## config.mk

```make
export PLATFORM = sky130hd
export DESIGN_NAME = radio_pwr_seq
export DESIGN_NICKNAME = d
export VERILOG_FILES = /design/src/rtl/radio_pwr_pkg.sv /design/src/rtl/radio_pwr_cfg.sv /design/src/rtl/radio_pwr_snz_timer.sv /design/src/rtl/radio_pwr_fsm.sv /design/src/rtl/radio_pwr_seq.sv
export SDC_FILE = /design/constraint.sdc
export NUM_CORES = 1
export LEC_CHECK = 0
export BUFFER_PORTS_ARGS = -buffer_cell sky130_fd_sc_hd__buf_2
export CAP_MARGIN = 10
export CORE_MARGIN = 2
export CORE_UTILIZATION = 45
export DETAILED_ROUTE_END_ITERATION = 8
export PLACE_DENSITY = 0.65
export SLEW_MARGIN = 10
export SYNTH_ARGS = -nofsm -noshare
export SYNTH_HDL_FRONTEND = slang
export SYNTH_SLANG_ARGS = --single-unit
```

## constraint.sdc

```tcl
create_clock -name clk_i -period 4.4 [get_ports clk_i]
set_clock_uncertainty 0.1 [all_clocks]
set_input_delay 0.88 -clock clk_i [delete_from_list [all_inputs] [get_ports clk_i]]
set_output_delay 0.88 -clock clk_i [all_outputs]
set_load 0.05 [all_outputs]
```

## src/rtl/radio_pwr_pkg.sv

```systemverilog
package radio_pwr_pkg;
  typedef enum logic [1:0] {
    PS_IDLE   = 2'd0,
    PS_ACTIVE = 2'd1,
    PS_SLEEP  = 2'd2,
    PS_SNOOZE = 2'd3
  } pwr_state_e;

  typedef struct packed {
    logic tx_slp;
    logic rx_slp;
    logic snz_en;
    logic snz_rpt;
    logic slp_en;
    logic keep;
  } pwr_cfg_t;
endpackage

```

## src/rtl/radio_pwr_cfg.sv

```systemverilog
module radio_pwr_cfg
  import radio_pwr_pkg::*;
(
  input  logic     clk_i,
  input  logic     rst_ni,
  input  logic     ld_i,
  input  pwr_cfg_t wr_i,
  input  logic     wake_clr_i,
  output pwr_cfg_t cfg_o
);
  pwr_cfg_t cfg_q;

  always_ff @(posedge clk_i or negedge rst_ni) begin
    if (!rst_ni) begin
      cfg_q <= '0;
    end else if (ld_i) begin
      cfg_q <= wr_i;
    end else if (wake_clr_i && !cfg_q.keep) begin
      cfg_q.tx_slp <= 1'b0;
      cfg_q.rx_slp <= 1'b0;
    end
  end

  assign cfg_o = cfg_q;
endmodule

```

## src/rtl/radio_pwr_snz_timer.sv

```systemverilog
module radio_pwr_snz_timer #(
  parameter int SNZ_W = 8,
  parameter int PRE_W = 10
) (
  input  logic             clk_i,
  input  logic             rst_ni,
  input  logic             start_i,
  input  logic             run_i,
  input  logic             tick_i,
  input  logic [SNZ_W-1:0] per_i,
  output logic             done_o
);
  localparam int CW = SNZ_W + PRE_W;

  logic [CW-1:0]    cnt_q;
  logic [SNZ_W-1:0] per_q;
  logic [SNZ_W-1:0] per_eff;
  logic [CW-1:0]    last;

  // zero period is treated as one unit
  assign per_eff = (per_q == '0) ? SNZ_W'(1) : per_q;
  assign last    = {per_eff, {PRE_W{1'b0}}} - CW'(1);
  assign done_o  = run_i && tick_i && (cnt_q == last);

  always_ff @(posedge clk_i or negedge rst_ni) begin
    if (!rst_ni) begin
      cnt_q <= '0;
      per_q <= '0;
    end else if (start_i) begin
      cnt_q <= '0;
      per_q <= per_i;
    end else if (run_i && tick_i) begin
      cnt_q <= done_o ? '0 : cnt_q + CW'(1);
    end
  end
endmodule

```

## src/rtl/radio_pwr_fsm.sv

```systemverilog
module radio_pwr_fsm
  import radio_pwr_pkg::*;
(
  input  logic       clk_i,
  input  logic       rst_ni,
  input  pwr_cfg_t   cfg_i,
  input  logic       act_start_i,
  input  logic       snz_go_i,
  input  logic       tx_done_i,
  input  logic       rx_done_i,
  input  logic       irq_pend_i,
  input  logic       wake_i,
  input  logic       snz_done_i,
  output pwr_state_e state_o,
  output logic       win_o,
  output logic       snz_start_o,
  output logic       wake_clr_o
);
  pwr_state_e state_q, state_d;
  logic       win_q, win_d;
  logic       slp_ok;

  assign slp_ok = cfg_i.slp_en && !irq_pend_i;

  always_comb begin
    state_d     = state_q;
    win_d       = win_q;
    snz_start_o = 1'b0;
    wake_clr_o  = 1'b0;
    unique case (state_q)
      PS_IDLE: begin
        win_d = 1'b0;
        if (snz_go_i && cfg_i.snz_en) begin
          state_d     = PS_SNOOZE;
          snz_start_o = 1'b1;
        end else if (act_start_i) begin
          state_d = PS_ACTIVE;
        end
      end
      PS_ACTIVE: begin
        if (win_q) begin
          if (rx_done_i) begin
            win_d = 1'b0;
            if (cfg_i.snz_en && cfg_i.snz_rpt) begin
              state_d     = PS_SNOOZE;
              snz_start_o = 1'b1;
            end else begin
              state_d = PS_IDLE;
            end
          end
        end else if (tx_done_i) begin
          state_d = (cfg_i.tx_slp && slp_ok) ? PS_SLEEP : PS_IDLE;
        end else if (rx_done_i) begin
          state_d = (cfg_i.rx_slp && slp_ok) ? PS_SLEEP : PS_IDLE;
        end
      end
      PS_SLEEP: begin
        if (wake_i) begin
          state_d    = PS_IDLE;
          wake_clr_o = 1'b1;
        end
      end
      PS_SNOOZE: begin
        if (wake_i) begin
          state_d = PS_IDLE;
        end else if (snz_done_i) begin
          state_d = PS_ACTIVE;
          win_d   = 1'b1;
        end
      end
      default: state_d = PS_IDLE;
    endcase
  end

  always_ff @(posedge clk_i or negedge rst_ni) begin
    if (!rst_ni) begin
      state_q <= PS_IDLE;
      win_q   <= 1'b0;
    end else begin
      state_q <= state_d;
      win_q   <= win_d;
    end
  end

  assign state_o = state_q;
  assign win_o   = win_q;
endmodule

```

## src/rtl/radio_pwr_seq.sv

```systemverilog
module radio_pwr_seq
  import radio_pwr_pkg::*;
#(
  parameter int SNZ_W = 8,
  parameter int PRE_W = 10
) (
  input  logic             clk_i,
  input  logic             rst_ni,
  input  logic             cfg_ld_i,
  input  logic             cfg_tx_slp_i,
  input  logic             cfg_rx_slp_i,
  input  logic             cfg_snz_en_i,
  input  logic             cfg_snz_rpt_i,
  input  logic             cfg_slp_en_i,
  input  logic             cfg_keep_i,
  input  logic [SNZ_W-1:0] snz_per_i,
  input  logic             ref_tick_i,
  input  logic             act_start_i,
  input  logic             snz_go_i,
  input  logic             tx_done_i,
  input  logic             rx_done_i,
  input  logic             irq_pend_i,
  input  logic             wake_i,
  output logic [1:0]       pwr_state_o,
  output logic             rx_en_o,
  output logic             cfg_tx_slp_o,
  output logic             cfg_rx_slp_o,
  output logic             cfg_snz_en_o,
  output logic             cfg_snz_rpt_o,
  output logic             cfg_slp_en_o,
  output logic             cfg_keep_o
);
  pwr_cfg_t   cfg_wr, cfg;
  pwr_state_e state;
  logic       win, snz_start, snz_done, wake_clr;

  assign cfg_wr = '{tx_slp: cfg_tx_slp_i, rx_slp: cfg_rx_slp_i,
                    snz_en: cfg_snz_en_i, snz_rpt: cfg_snz_rpt_i,
                    slp_en: cfg_slp_en_i, keep: cfg_keep_i};

  radio_pwr_cfg u_cfg (
    .clk_i      (clk_i),
    .rst_ni     (rst_ni),
    .ld_i       (cfg_ld_i),
    .wr_i       (cfg_wr),
    .wake_clr_i (wake_clr),
    .cfg_o      (cfg)
  );

  radio_pwr_snz_timer #(.SNZ_W(SNZ_W), .PRE_W(PRE_W)) u_tmr (
    .clk_i   (clk_i),
    .rst_ni  (rst_ni),
    .start_i (snz_start),
    .run_i   (state == PS_SNOOZE),
    .tick_i  (ref_tick_i),
    .per_i   (snz_per_i),
    .done_o  (snz_done)
  );

  radio_pwr_fsm u_fsm (
    .clk_i       (clk_i),
    .rst_ni      (rst_ni),
    .cfg_i       (cfg),
    .act_start_i (act_start_i),
    .snz_go_i    (snz_go_i),
    .tx_done_i   (tx_done_i),
    .rx_done_i   (rx_done_i),
    .irq_pend_i  (irq_pend_i),
    .wake_i      (wake_i),
    .snz_done_i  (snz_done),
    .state_o     (state),
    .win_o       (win),
    .snz_start_o (snz_start),
    .wake_clr_o  (wake_clr)
  );

  assign pwr_state_o   = state;
  assign rx_en_o       = (state == PS_ACTIVE) && win;
  assign cfg_tx_slp_o  = cfg.tx_slp;
  assign cfg_rx_slp_o  = cfg.rx_slp;
  assign cfg_snz_en_o  = cfg.snz_en;
  assign cfg_snz_rpt_o = cfg.snz_rpt;
  assign cfg_slp_en_o  = cfg.slp_en;
  assign cfg_keep_o    = cfg.keep;
endmodule

```

-- After elaboration in Yosys (flattened, before gate mapping)
Cells that the tools add are included.
- $add $sub $neg: 2
- equal/unequal tests: 11
- multiplexer cells: 31
- reduce and logical (&&, ||, !) cells: 18
- operators with widths (kind ; number):
    18-bit two-way mux ; 3
    2-bit two-way mux ; 14
    18-bit by 1-bit adder with 18-bit output (second input constant) ; 1
    18-bit equality test ; 1
    18-bit by 1-bit subtractor with 18-bit output (second input constant) ; 1
    1-bit two-way mux ; 10
    1-bit logical AND ; 9
    3-bit != test (second input constant) ; 3
    8-bit logical NOT ; 1
    8-bit two-way mux ; 1
    2-bit case mux with 4 select lines ; 1
    2-bit != test (second input constant) ; 3
    5-bit AND reduction ; 1
    2-bit equality test (second input constant) ; 2
    2-bit nonzero test ; 2
    3-bit by 2-bit != test with 1-bit output (second input constant) ; 1
    1-bit case mux with 3 select lines ; 1
    3-bit AND reduction ; 1
    3-bit nonzero test ; 1
    2-bit by 1-bit equality test with 1-bit output (second input constant) ; 1
    1-bit logical NOT ; 2
    2-bit logical NOT ; 1
    1-bit case mux with 2 select lines ; 1
- bits in registers: 35
- input port bits: 24
- output and inout port bits: 9
- logic and storage cells: 72

-- Logic depth before layout (Yosys ltp)
Gate-level depths: netlist of run 1.
- depth after elaboration: 8
- depth in mapped cells: 11
- mapped depth without buffers: 9

-- Hierarchy
A second synthesis of run 1 with hierarchy kept.
- cell total of the unflattened synthesis: 230
- area total of the unflattened synthesis: 2322.2 µm²
- by module, submodules not included (module ; instances ; cells an instance ; area an instance (µm²) ; sequential area each (µm²)):
    radio_pwr_snz_timer ; 1 ; 179 ; 1779.2 ; 650.6
    radio_pwr_fsm ; 1 ; 31 ; 269.0 ; 75.1
    radio_pwr_cfg ; 1 ; 18 ; 257.7 ; 150.1
    radio_pwr_seq ; 1 ; 2 ; 16.3 ; 0.0

-- Least setup slack after synthesis of run 1
OpenSTA, ideal clock, no wires.
- path type: register -> register
- from: reg u_tmr.per_q[2]
- to: reg u_tmr.cnt_q[3]
- setup time: 0.134 ns
- arrival: 2.422 ns
- data required time: 4.166 ns
- setup slack: 1.743 ns
- stages on the path, launching flop included: 12
- path buffers: 2
- clock period less this slack: 2.657 ns
- cell sequence: dfrtp_1 -> buf_6 -> nor4_4 -> a21oi_2 -> ha_1 -> clkbuf_1 -> xor2_1 -> o2111ai_1 -> o21a_1 -> nand3_4 -> o21ai_4 -> o211ai_1
- cells in the longest elaborated chain, start to end: 8
- ends and longest elaborated chain (what ; line ; RTL):
    from (decl) ; radio_pwr_snz_timer.sv:16 ; logic [SNZ_W-1:0] per_q;
    from (signal assigned) ; radio_pwr_snz_timer.sv:31 ; per_q <= per_i;
    8-bit logical NOT ; radio_pwr_snz_timer.sv:21 ; assign per_eff = (per_q == '0) ? SNZ_W'(1) : per_q;
    8-bit two-way mux * ; radio_pwr_snz_timer.sv:21 ;
    18-bit by 1-bit subtractor with 18-bit output * ; radio_pwr_snz_timer.sv:22 ; assign last = {per_eff, {PRE_W{1'b0}}} - CW'(1);
    18-bit equality test * ; radio_pwr_snz_timer.sv:23 ; assign done_o = run_i && tick_i && (cnt_q == last);
    1-bit logical AND * ; radio_pwr_snz_timer.sv:23 ;
    18-bit two-way mux * ; radio_pwr_snz_timer.sv:33 ; cnt_q <= done_o ? '0 : cnt_q + CW'(1);
    18-bit two-way mux * ; radio_pwr_snz_timer.sv:32 ; end else if (run_i && tick_i) begin
    18-bit two-way mux * ; radio_pwr_snz_timer.sv:29 ; end else if (start_i) begin
    to (signal assigned) ; radio_pwr_snz_timer.sv:33 ;
    to (decl) ; radio_pwr_snz_timer.sv:15 ; logic [CW-1:0] cnt_q;
Mark *: on every way between the ends. The rest lies on a longest branch, timed or not. The select of a mux whose other input is x is not followed.
A chain may end at the register's enable or synchronous reset.

-- Final worst setup path of run 1
- from: reg u_tmr.per_q[3]
- to: reg u_tmr.cnt_q[1]
The elaborated chain is that of the path after synthesis.

==> results of run 1 <==
-- where the power goes --
group / switching (W) / internal (W) / total [W]
logic: 0.000335 / 0.000203 / 0.000538
registers: 0.000111 / 0.000384 / 0.000494
clock network: 0.000115 / 0.000143 / 0.000258
-- flip-flops by register name (all words and copies together) (netlist names) --
register       cells
u_fsm.win_o        1
u_tmr.per_q        8
u_tmr.cnt_q       18
u_fsm.state_o      2
u_cfg.cfg_o        6
-- cell usage after synthesis (3+ instances only) --
| library cell | instances | share of area [%] |
|---|---|---|
| a211oi_1 | 7 | 2.3 |
| a21oi_1 | 15 | 3.3 |
| a22o_1 | 3 | 1.1 |
| a31oi_1 | 10 | 2.7 |
| and3_1 | 5 | 1.4 |
| buf_2 | 3 | 0.66 |
| clkbuf_1 | 6 | 0.98 |
| dfrtp_1 | 35 | 38 |
| inv_1 | 7 | 1.1 |
| mux2_2 | 11 | 5.4 |
| nand2_1 | 25 | 4.1 |
| nand2b_1 | 4 | 1.1 |
| nand3_1 | 13 | 2.8 |
| nand4_1 | 4 | 1.1 |
| nor2_1 | 12 | 2.0 |
| nor3_1 | 9 | 2.0 |
| nor4b_1 | 3 | 1.1 |
| o211ai_1 | 4 | 1.3 |
| o21ai_0 | 9 | 2.0 |
| o311ai_0 | 3 | 1.1 |
| o31ai_1 | 5 | 1.6 |
| o41ai_1 | 8 | 3.1 |
| or3_1 | 3 | 0.82 |
| xnor2_1 | 5 | 1.9 |
-- cell type report --
cell class | count | area, sq um
well taps | 67 | 83.8
clock buffers | 8 | 100
repair buffers | 34 | 175
multi-input cells | 194 | 1310
flip-flops and latches | 35 | 876
fillers | 472 | 2240
inverters | 7 | 26.3
-- layer usage --
metal,vias up,global-route usage [%]
met4,0,7.41
met2,52,36.1
li1,1024,-
met3,5,4.37
met5,-,0
met1,1014,29.0
-- final timing paths --
| kind | to | slack, ns | cells past startpoint |
|---|---|---|---|
| max | u_tmr.cnt_q[1] | 1.42 | 9 |
| min | u_cfg.cfg_o[4] | 0.42 | 1 |
| max reg2reg | u_tmr.cnt_q[1] | 1.42 | 9 |
| min reg2reg | u_cfg.cfg_o[4] | 0.42 | 1 |
| max in group asynchronous | u_cfg.cfg_o[1] | 3.14 | 1 |
| min in group asynchronous | u_tmr.per_q[2] | 0.57 | 1 |
-- worst max-delay path, delay by kind of cell (launching register included) --
kind                       cells  cell delay (ns)
AOI/OAI and AO/OA              4             0.87
DFF                            1             0.47
and+or+nand+nor                3             0.93
adders and majority gates      1             0.32
xor gates and xnor gates       1             0.18
-- metrics by stage --
step / worst slack [ns] / power [W] / cell area (sq um) / utilization [%] / hold slack, ns
2_1_floorplan: 1.74 / 0.000916 / 2290 / - / 0.373
3_3_place_gp: 1.50 / 0.00102 / 2470 / 51.4 / 0.401
3_5_place_dp: 1.44 / 0.00104 / 2470 / 51.4 / 0.406
4_1_cts: 1.42 / 0.00130 / 2570 / 53.4 / 0.428
5_1_grt: 1.16 / 0.00138 / 2570 / 53.4 / 0.459
6_report: 1.42 / 0.00129 / 2570 / 53.4 / 0.419
-- cell usage in the layout (no fill, tap or decap), types with 5 or more instances in the layout --
| master | synthesis | final |
|---|---|---|
| a211oi_1 | 7 | 7 |
| nor2_1 | 12 | 12 |
| mux2_2 | 11 | 11 |
| nor3_1 | 9 | 9 |
| buf_2 | 3 | 32 |
| nand3_1 | 13 | 13 |
| clkbuf_8 | 0 | 7 |
| o41ai_1 | 8 | 8 |
| o21ai_0 | 9 | 9 |
| nand2_1 | 25 | 25 |
| dfrtp_1 | 35 | 35 |
| and3_1 | 5 | 5 |
| a31oi_1 | 10 | 10 |
| o31ai_1 | 5 | 5 |
| xnor2_1 | 5 | 5 |
| inv_1 | 7 | 7 |
| a21oi_1 | 15 | 15 |
-- logic make-up after synthesis --
kind of cell | count (synthesis) | synth area share, %
adders and majority gates | 2 | 1.09
xor gates and xnor gates | 7 | 2.68
muxes | 11 | 5.41
buffers and inverters | 21 | 4.48
AOI/OAI and AO/OA | 82 | 26.0
and+or+nand+nor | 92 | 22.1
DFF | 35 | 38.2
==> impl_metrics.ini, run 1 <==
[grt]
grt_util_all_layers_pct = 21.9
grt_overflow_total = 0
grt_antenna_before_repair = 0
grt_pass1_vias = 1989
grt_pass1_wl_microns = 9430
grt_max_degree = 36

[floorplanning]
die_width_microns = 75.4
coreArea_sq_um = 4820
dieHeight_microns = 75.4
die-area_sq_um = 5680
start_util_pct = 47.6
ios = 33
core.rowCount = 25

[logic_synthesis]
synth-main-ff-cell = dfrtp_1
synth_edf_count = 0
async_flop_share_pct = 100
ys_types = 55
synth_warnings = 0
avgSynthCellArea_sq_um = 9.16
synth-seq-cells = 35
syn_area_sq_um = 2290
synth_cells = 250
syn-num-nets = 276
synth-seq-area-share_pct = 38.2

[timing]
rsz0062_at_grt = false
layout_min_cycle_time_ns = 2.98
finalHoldViolations = 0
period_share_pct = 67.8
worstMarginPinSlew_ns = 0.957
relSlewSlack_pct = 36.0
finalSetupTns_ns = 0
slew_viol_final = 0
setup_violations = 0
fmax_mhz = 335

[clocking]
cts_resized = 0
ctsHoldBuffers = 0
cts_tree = built
cts_setup_buffers = 0
cts_max_path_buffers = 2
path_clk_slew_ns = 0.07
cts_root_buffer = clkbuf_8
cts.sinks = 35
htree_levels = 2
cts_made_buffers = 5
clock_latency_ns = 0.29

[flow_run]
drv_cap = 0

[worst_setup_path]
start_kind = flip-flop
critical_path.cell_chain = nor4_4 -> a21oi_2 -> ha_1 -> xor2_1 -> o2111ai_1 -> o21a_1 -> nand3_4 -> nor2_2 -> o22ai_1
arrival_ns = 3.05
crit_required_ns = 4.47
crit_type = reg2reg
cp_max_fo = 8
cpPeakStageDelay_ns = 0.47
reg2reg_from = u_tmr.per_q[3]
critPathLaunch = u_tmr.per_q[3]
crit_slowest_cell = dfrtp_1
setup.worst_path.end_class = flip-flop

[routing]
dr_wl_met3_microns = 280
met2_length_microns = 2630
postRouteAntennaNets = 0
drc = 0
routed-via-count = 2095
highest_layer = met4
post_drt_wl_per_cell_microns = 15.7
wl_met1_microns = 2420
drt_iter0_markers = 121
detail_route.wirelength_microns = 5420
dr.pass1.iters = 4
avgViaCountPerCell = 6.07

[power_and_ir_drop]
leakagePower_nw = 1.03
vdd_drop_max_uv = 248
power_density_nw_per_um2 = 501

[hold_path]
min_from = u_cfg.cfg_o[4]
hold_class = reg2reg

[placement]
dpl.cell_count = 337
gp_congestion = 0.822
io_buffers = 32
hpwl_microns = 3840

[layout]
final_nets = 303
antenna_cells = 0
area_growth_pct = 12.3
stdcell_count = 345
drive_gt1_share_pct = 21.6

[run_status]
status = finished clean
Note: power is estimated with default switching activity, not from simulation.
==> inputs of run 2 (changes only) <==
--- a/config.mk
+++ b/config.mk
@@ -5,12 +5,13 @@
 export SDC_FILE = /design/constraint.sdc
 export NUM_CORES = 1
 export LEC_CHECK = 0
+export ABC_AREA = 1
 export BUFFER_PORTS_ARGS = -buffer_cell sky130_fd_sc_hd__buf_2
 export CAP_MARGIN = 10
 export CORE_MARGIN = 2
 export CORE_UTILIZATION = 45
 export DETAILED_ROUTE_END_ITERATION = 8
-export PLACE_DENSITY = 0.65
+export PLACE_DENSITY = 0.68
 export SLEW_MARGIN = 10
 export SYNTH_ARGS = -nofsm -noshare
 export SYNTH_HDL_FRONTEND = slang
==> constraint.sdc (replaced) <==
create_clock -name clk_i -period 2.5 [get_ports clk_i]
set_clock_uncertainty 0.1 [all_clocks]
set_input_delay 0.5 -clock clk_i [delete_from_list [all_inputs] [get_ports clk_i]]
set_output_delay 0.5 -clock clk_i [all_outputs]
set_load 0.05 [all_outputs]
==> run 2 against run 1 <==
Against the previous run: worst setup slack lost 1.3 ns; die area up 3.3%; total power increased by 80%; final cell count rose by 26%; sequential power increased by 67%; register-to-register slack worse by 1.3 ns.
==> impl_metrics.ini, run 2 <==
[grt]
grt_pass1_vias = 2096
grt_max_degree = 36
busiest_layer = met2
grt_pass1_wl_microns = 9260
grt_antenna_before_repair = 0
grt_util_all_layers_pct = 19.2
met1_usage_pct = 26.1
met2_usage_pct = 31.9
grt_use_met3_pct = 3.32
grt_overflow_total = 0

[worst_setup_path]
setup.worst_path.end_class = flip-flop
crit_type = reg2reg
start_kind = flip-flop
r2r_slack_ns = 0.15
crit_top_cell = nor2_2
reg2reg_from = u_tmr.per_q[2]
cp_max_fo = 7
arrival_ns = 2.41
critical_path.cell_chain = nor2_2 -> nand2_2 -> nor2_4 -> nor2_4 -> ha_4 -> nor2_1 -> nor2_1 -> nand3_2 -> nor2_2 -> nand2_1 -> nor2_2 -> nand3_2 -> inv_2 -> nand2_4 -> nand2_8 -> o21ai_0
reg2reg_to = u_tmr.cnt_q[8]
reg2regPathDepth = 16
cpPeakStageDelay_ns = 0.43
crit_required_ns = 2.56
crit_slowest_cell = dfrtp_1

[logic_synthesis]
synth_top_family_by_area = simple AND/OR/NAND/NOR gates
synth-seq-cells = 35
synthMuxAreaShare_pct = 0
synth_simple_gate_area_share_pct = 34.8
synth_warnings = 0
synth_edf_count = 0
synth-main-ff-cell = dfrtp_1
yosysMostFrequentCell = nand2_1
synthAdderAreaFrac_pct = 1.06
yosys.area.top_type_share_pct = 37.0
yosys-top-cells-area = dfrtp_1, nand2_1, inv_1, o21ai_0, nand3_1
yosys.area.top_type = dfrtp_1
synth-seq-area-share_pct = 37.0
yosys.area_share.xor_xnor_pct = 5.17
avgSynthCellArea_sq_um = 7.22
async_flop_share_pct = 100
synth_cells = 328
ys_types = 37
syn-num-nets = 354
yosys-top-cells-count = nand2_1, inv_1, dfrtp_1
syn_area_sq_um = 2370
synth-compound-area-share_pct = 11.4

[timing]
period_share_pct = 93.9
fmax_mhz = 426
finalHoldViolations = 0
finalSetupTns_ns = 0
setup_violations = 0
layout_min_cycle_time_ns = 2.35
slew_viol_final = 0
layout_setup_ws_ns = 0.152
worstMarginPinSlew_ns = 0.802
whs_ns = 0.200
relSlewSlack_pct = 46.5

[layout]
final_nets = 389
drive_gt1_share_pct = 22.0
multi_input_area_sq_um = 1310
layout_commonest_cell = nand2_1
regArea_sq_um = 876
stdcell_count = 434
fin_util_pct = 53.5
antenna_cells = 0
fillers = 506
largest_reg_flops = 18
largest_register = u_tmr.cnt_q
mostFrequentLayoutCells = nand2_1, inv_1, dfrtp_1
area_growth_pct = 15.4

[routing]
avgViaCountPerCell = 5.09
drt_iter0_markers = 140
postRouteAntennaNets = 0
dr.pass1.iters = 4
routed-via-count = 2207
drc = 0
post_drt_wl_per_cell_microns = 12.9
detail_route.wirelength_microns = 5590

[floorplanning]
die_width_microns = 76.6
start_util_pct = 46.4
dieHeight_microns = 76.6
coreArea_sq_um = 5110
die-area_sq_um = 5860
core.rowCount = 26
ios = 33

[placement]
hpwl_microns = 4030
pre_cts_ws_ns = 0.0368
dpl.cell_count = 423
gp_congestion = 0.895
io_buffers = 32

[clocking]
cts_tree = built
cts.sinks = 35
path_clk_slew_ns = 0.08
cts_made_buffers = 5
htree_levels = 2
clock_latency_ns = 0.29
cts_max_path_buffers = 2
cts_root_buffer = clkbuf_8

[power_and_ir_drop]
seqPwrFrac_pct = 35.6
leakagePower_nw = 1.31
combPwrFrac_pct = 44.2
vdd_drop_max_uv = 503
internal_power_w = 0.00127
power_density_nw_per_um2 = 847
clkPwrFrac_pct = 20.1
p_sw_w = 0.00104
switching_share_pct = 45.1

[run_status]
status = finished clean

[flow_run]
drv_cap = 0

[hold_path]
hold_class = in2async
run 2: changes by cell type in the layout (fill, tap and decap cells not counted), moves of 6 or more:
cell,delta
mux2_2,-11
nand3_1,+6
xor2_1,+8
a31oi_1,-10
inv_1,+36
o21ai_2,+10
nand4_1,+8
nand2_1,+73
o21ai_0,+13
a21oi_1,-12
a211oi_1,-6
nor2_1,+9
o41ai_1,-8
run 2: kinds of logic (layout without fill, tap and decap cells):
kind of cell,after synthesis,after routing
and+or+nand+nor,178,179
buffers and inverters,56,91
xor gates and xnor gates,14,14
AOI/OAI and AO/OA,43,43
DFF,35,35
adders and majority gates,2,2
run 2: timing repair:
item / CTS / global route
hold endpoints to repair: 0 / 0
endpoints found under the setup margin: 0 / 17
hold buffers: 0 / 0
setup buffers: 0 / 2
gates resized for setup: 0 / 13
run 2: final cells by class:
cell class | instances | share of cell area [%]
clock buffers | 8 | 3.66
repair buffers | 34 | 6.41
multi-input cells | 238 | 47.8
inverters | 49 | 6.91
well taps | 70 | 3.20
flip-flops and latches | 35 | 32.0
run 2: worst max-delay path by stage:
stage	end	start
5_1_grt	u_tmr.cnt_q[8]	u_tmr.per_q[6]
3_5_place_dp	u_tmr.cnt_q[10]	u_tmr.per_q[3]
6_report	u_tmr.cnt_q[8]	u_tmr.per_q[2]
4_1_cts	u_tmr.cnt_q[10]	u_tmr.per_q[3]
3_3_place_gp	u_tmr.cnt_q[10]	u_tmr.per_q[3]
2_1_floorplan	u_tmr.cnt_q[0]	u_fsm.state_o[0]
run 2: critical path: cells and delay by family (launching register included):
| family | cells | cell delay, ns |
|---|---|---|
| and+or+nand+nor | 13 | 1.27 |
| buffers and inverters | 1 | 0.09 |
| adders and majority gates | 1 | 0.26 |
| AOI/OAI and AO/OA | 1 | 0.08 |
| DFF | 1 | 0.43 |
run 2: power by group through the flow:
stage	Combinational, W	Clock [W]	Sequential, W
4_1_cts	0.000920	0.000477	0.000825
6_report	0.00102	0.000466	0.000825
3_3_place_gp	0.000912	0	0.000826
5_1_grt	0.00115	0.000499	0.000844
2_1_floorplan	0.000685	0	0.000866
3_5_place_dp	0.000915	0	0.000834
run 2: stage by stage:
step	instance area, sq um	power, W
after floorplan	2380	0.00155
after global placement	2560	0.00174
after detailed placement	2560	0.00175
after CTS	2660	0.00222
after global routing	2730	0.00249
final	2730	0.00232
run 2: metal layers:
metal | wire (microns) | up-vias | share of wire [%]
met3 | 213 | 7 | 3.8
met4 | 55 | 0 | 0.98
met1 | 2560 | 1040 | 46
li1 | - | 1116 | -
met2 | 2760 | 44 | 49
met5 | 0 | - | 0
==> inputs of run 3 (changes only) <==
--- a/config.mk
+++ b/config.mk
@@ -5,7 +5,6 @@
 export SDC_FILE = /design/constraint.sdc
 export NUM_CORES = 1
 export LEC_CHECK = 0
-export ABC_AREA = 1
 export BUFFER_PORTS_ARGS = -buffer_cell sky130_fd_sc_hd__buf_2
 export CAP_MARGIN = 10
 export CORE_MARGIN = 2
==> run 3 against run 2 <==
Against the previous run: clock-buffer cell count is 1 lower; via count is 1.4% lower; maximum frequency is 5.3% lower; clock power is 7.5% lower; final cell count is 15% lower; sequential power is 2% lower; register-to-register slack worse by 0.13 ns; worst setup slack worse by 0.13 ns; die area is 3.2% lower; critical endpoint is now u_tmr.cnt_q[17]; largest cell class unchanged.
==> impl_metrics.ini, run 3 (synthesis results as in run 1) <==
[timing]
layout_min_cycle_time_ns = 2.48
setup_violations = 0
rsz0062_at_grt = true
finalHoldViolations = 0
finalSetupTns_ns = 0
relSlewSlack_pct = 28.8
period_share_pct = 99.2
fmax_mhz = 403
slew_viol_final = 0
worstMarginPinSlew_ns = 1.06

[power_and_ir_drop]
combPwrFrac_pct = 53.8
vdd_drop_max_uv = 539
power_density_nw_per_um2 = 933
power_w = 0.00268
clkPwrFrac_pct = 16.0
switching_share_pct = 41.7
internal_power_w = 0.00156
leakagePower_nw = 1.19
seqPwrFrac_pct = 30.2
p_sw_w = 0.00112

[floorplanning]
ios = 33
coreArea_sq_um = 4820
core.rowCount = 25
dieHeight_microns = 75.4
start_util_pct = 47.6
die_width_microns = 75.4
die-area_sq_um = 5680

[layout]
stdcell_count = 371
layout_commonest_cell = dfrtp_1
area_growth_pct = 25.6
mostFrequentLayoutCells = dfrtp_1, buf_2, nand2_1, buf_4
drive_gt1_share_pct = 33.6
largest_reg_flops = 18
final_nets = 329
fin_util_pct = 59.7
largest_register = u_tmr.cnt_q
antenna_cells = 0

[worst_setup_path]
cp_max_fo = 2
start_kind = flip-flop
crit_type = reg2reg
critPathLaunch = u_tmr.per_q[3]
crit_required_ns = 2.56
reg2reg_to = u_tmr.cnt_q[17]
reg2regPathDepth = 10
r2r_slack_ns = 0.02
arrival_ns = 2.54
reg2reg_from = u_tmr.per_q[3]
setup.worst_path.end_class = flip-flop

[grt]
grt_util_all_layers_pct = 22.2
grt_antenna_before_repair = 0
grt_overflow_total = 0
grt_pass1_wl_microns = 9490
grt_max_degree = 36
grt_pass1_vias = 2038

[clocking]
cts.sinks = 35
cts_made_buffers = 5
cts_root_buffer = clkbuf_8
cts_tree = built
ctsHoldBuffers = 0
clock_latency_ns = 0.29
htree_levels = 2
path_clk_slew_ns = 0.08
cts_max_path_buffers = 2

[routing]
post_drt_wl_per_cell_microns = 16.0
routed-via-count = 2176
drt_iter0_markers = 182
avgViaCountPerCell = 5.87
postRouteAntennaNets = 0
dr.pass1.iters = 4
drc = 0
detail_route.wirelength_microns = 5950

[hold_path]
hold_class = in2async

[run_status]
status = finished clean

[placement]
io_buffers = 32
hpwl_microns = 4150
gp_congestion = 0.870
dpl.cell_count = 359

[flow_run]
drv_cap = 0
==> run 3: changes by cell type in the layout (fill, tap and decap cells not counted), moves of 9 or more <==
cell,change
nand2_1,-73
inv_1,-36
buf_4,+23
o21ai_0,-14
mux2_2,+11
a21oi_1,+10
a31oi_1,+10
o21ai_2,-10
nor2_1,-9
xor2_1,-9
==> run 3: critical path, cell delays in order (launching register included) <==
cell      delay [ns]
dfrtp_2         0.43
nor4_4          0.31
a21oi_2         0.12
ha_4            0.25
xnor2_4         0.13
a221oi_2        0.17
and4b_1         0.27
buf_4           0.15
a21oi_1         0.06
a311oi_1        0.25
o41ai_1         0.12
==> run 3: stage by stage <==
| stage | hold WS, ns | instance area, sq um | setup WS [ns] |
|---|---|---|---|
| 6_report | 0.186 | 2880 | 0.0200 |
| 4_1_cts | 0.213 | 2820 | 0.00781 |
| 3_5_place_dp | 0.411 | 2660 | -0.0198 |
| 2_1_floorplan | 0.104 | 2320 | -0.000276 |
| 5_1_grt | 0.258 | 2880 | -0.119 |
| 3_3_place_gp | 0.407 | 2660 | 0.0588 |
==> run 3: worst max-delay path by stage <==
stage | endpoint | cells after the start | slack, ns
after global placement | u_tmr.cnt_q[12] | 10 | 0.06
after floorplan | u_tmr.cnt_q[12] | 10 | -0.0003
final | u_tmr.cnt_q[17] | 10 | 0.02
after detailed placement | u_tmr.cnt_q[12] | 10 | -0.02
after CTS | u_tmr.cnt_q[3] | 11 | 0.008
after global routing | u_tmr.cnt_q[15] | 10 | -0.12
==> run 3: what timing repair did <==
| action | 4_1_cts | 5_1_grt |
|---|---|---|
| pin swaps | 4 | 5 |
| cloned | 0 | 0 |
| gates resized for setup | 6 | 12 |
| endpoints found under the setup margin | 6 | 17 |
| endpoints found under the hold margin | 0 | 0 |
| buffers inserted | 4 | 1 |
==> run 3: area by class of cell <==
class	count	area, sq um
clock inverters	1	5.00
fillers	450	1940
flip-flops and latches	35	877
multi-input cells	194	1420
clock buffers	7	86.3
well taps	67	83.8
repair buffers	60	382
inverters	7	26.3
==> run 3: power by group through the flow <==
stage | sequential [W] | clock (W) | combinational, W
after floorplan | 0.000898 | 0 | 0.000744
after global placement | 0.000811 | 0 | 0.00121
after detailed placement | 0.000819 | 0 | 0.00123
after CTS | 0.000810 | 0.000442 | 0.00134
after global routing | 0.000826 | 0.000468 | 0.00156
final | 0.000811 | 0.000431 | 0.00144
==> run 3: per-layer routing <==
layer | wire, microns | vias up | global-route usage [%]
met3 | 221 | 16 | 3.70
met5 | 0 | - | 0
met2 | 2950 | 58 | 37.7
li1 | - | 1074 | -
met1 | 2620 | 1028 | 28.4
met4 | 154 | 0 | 8.77
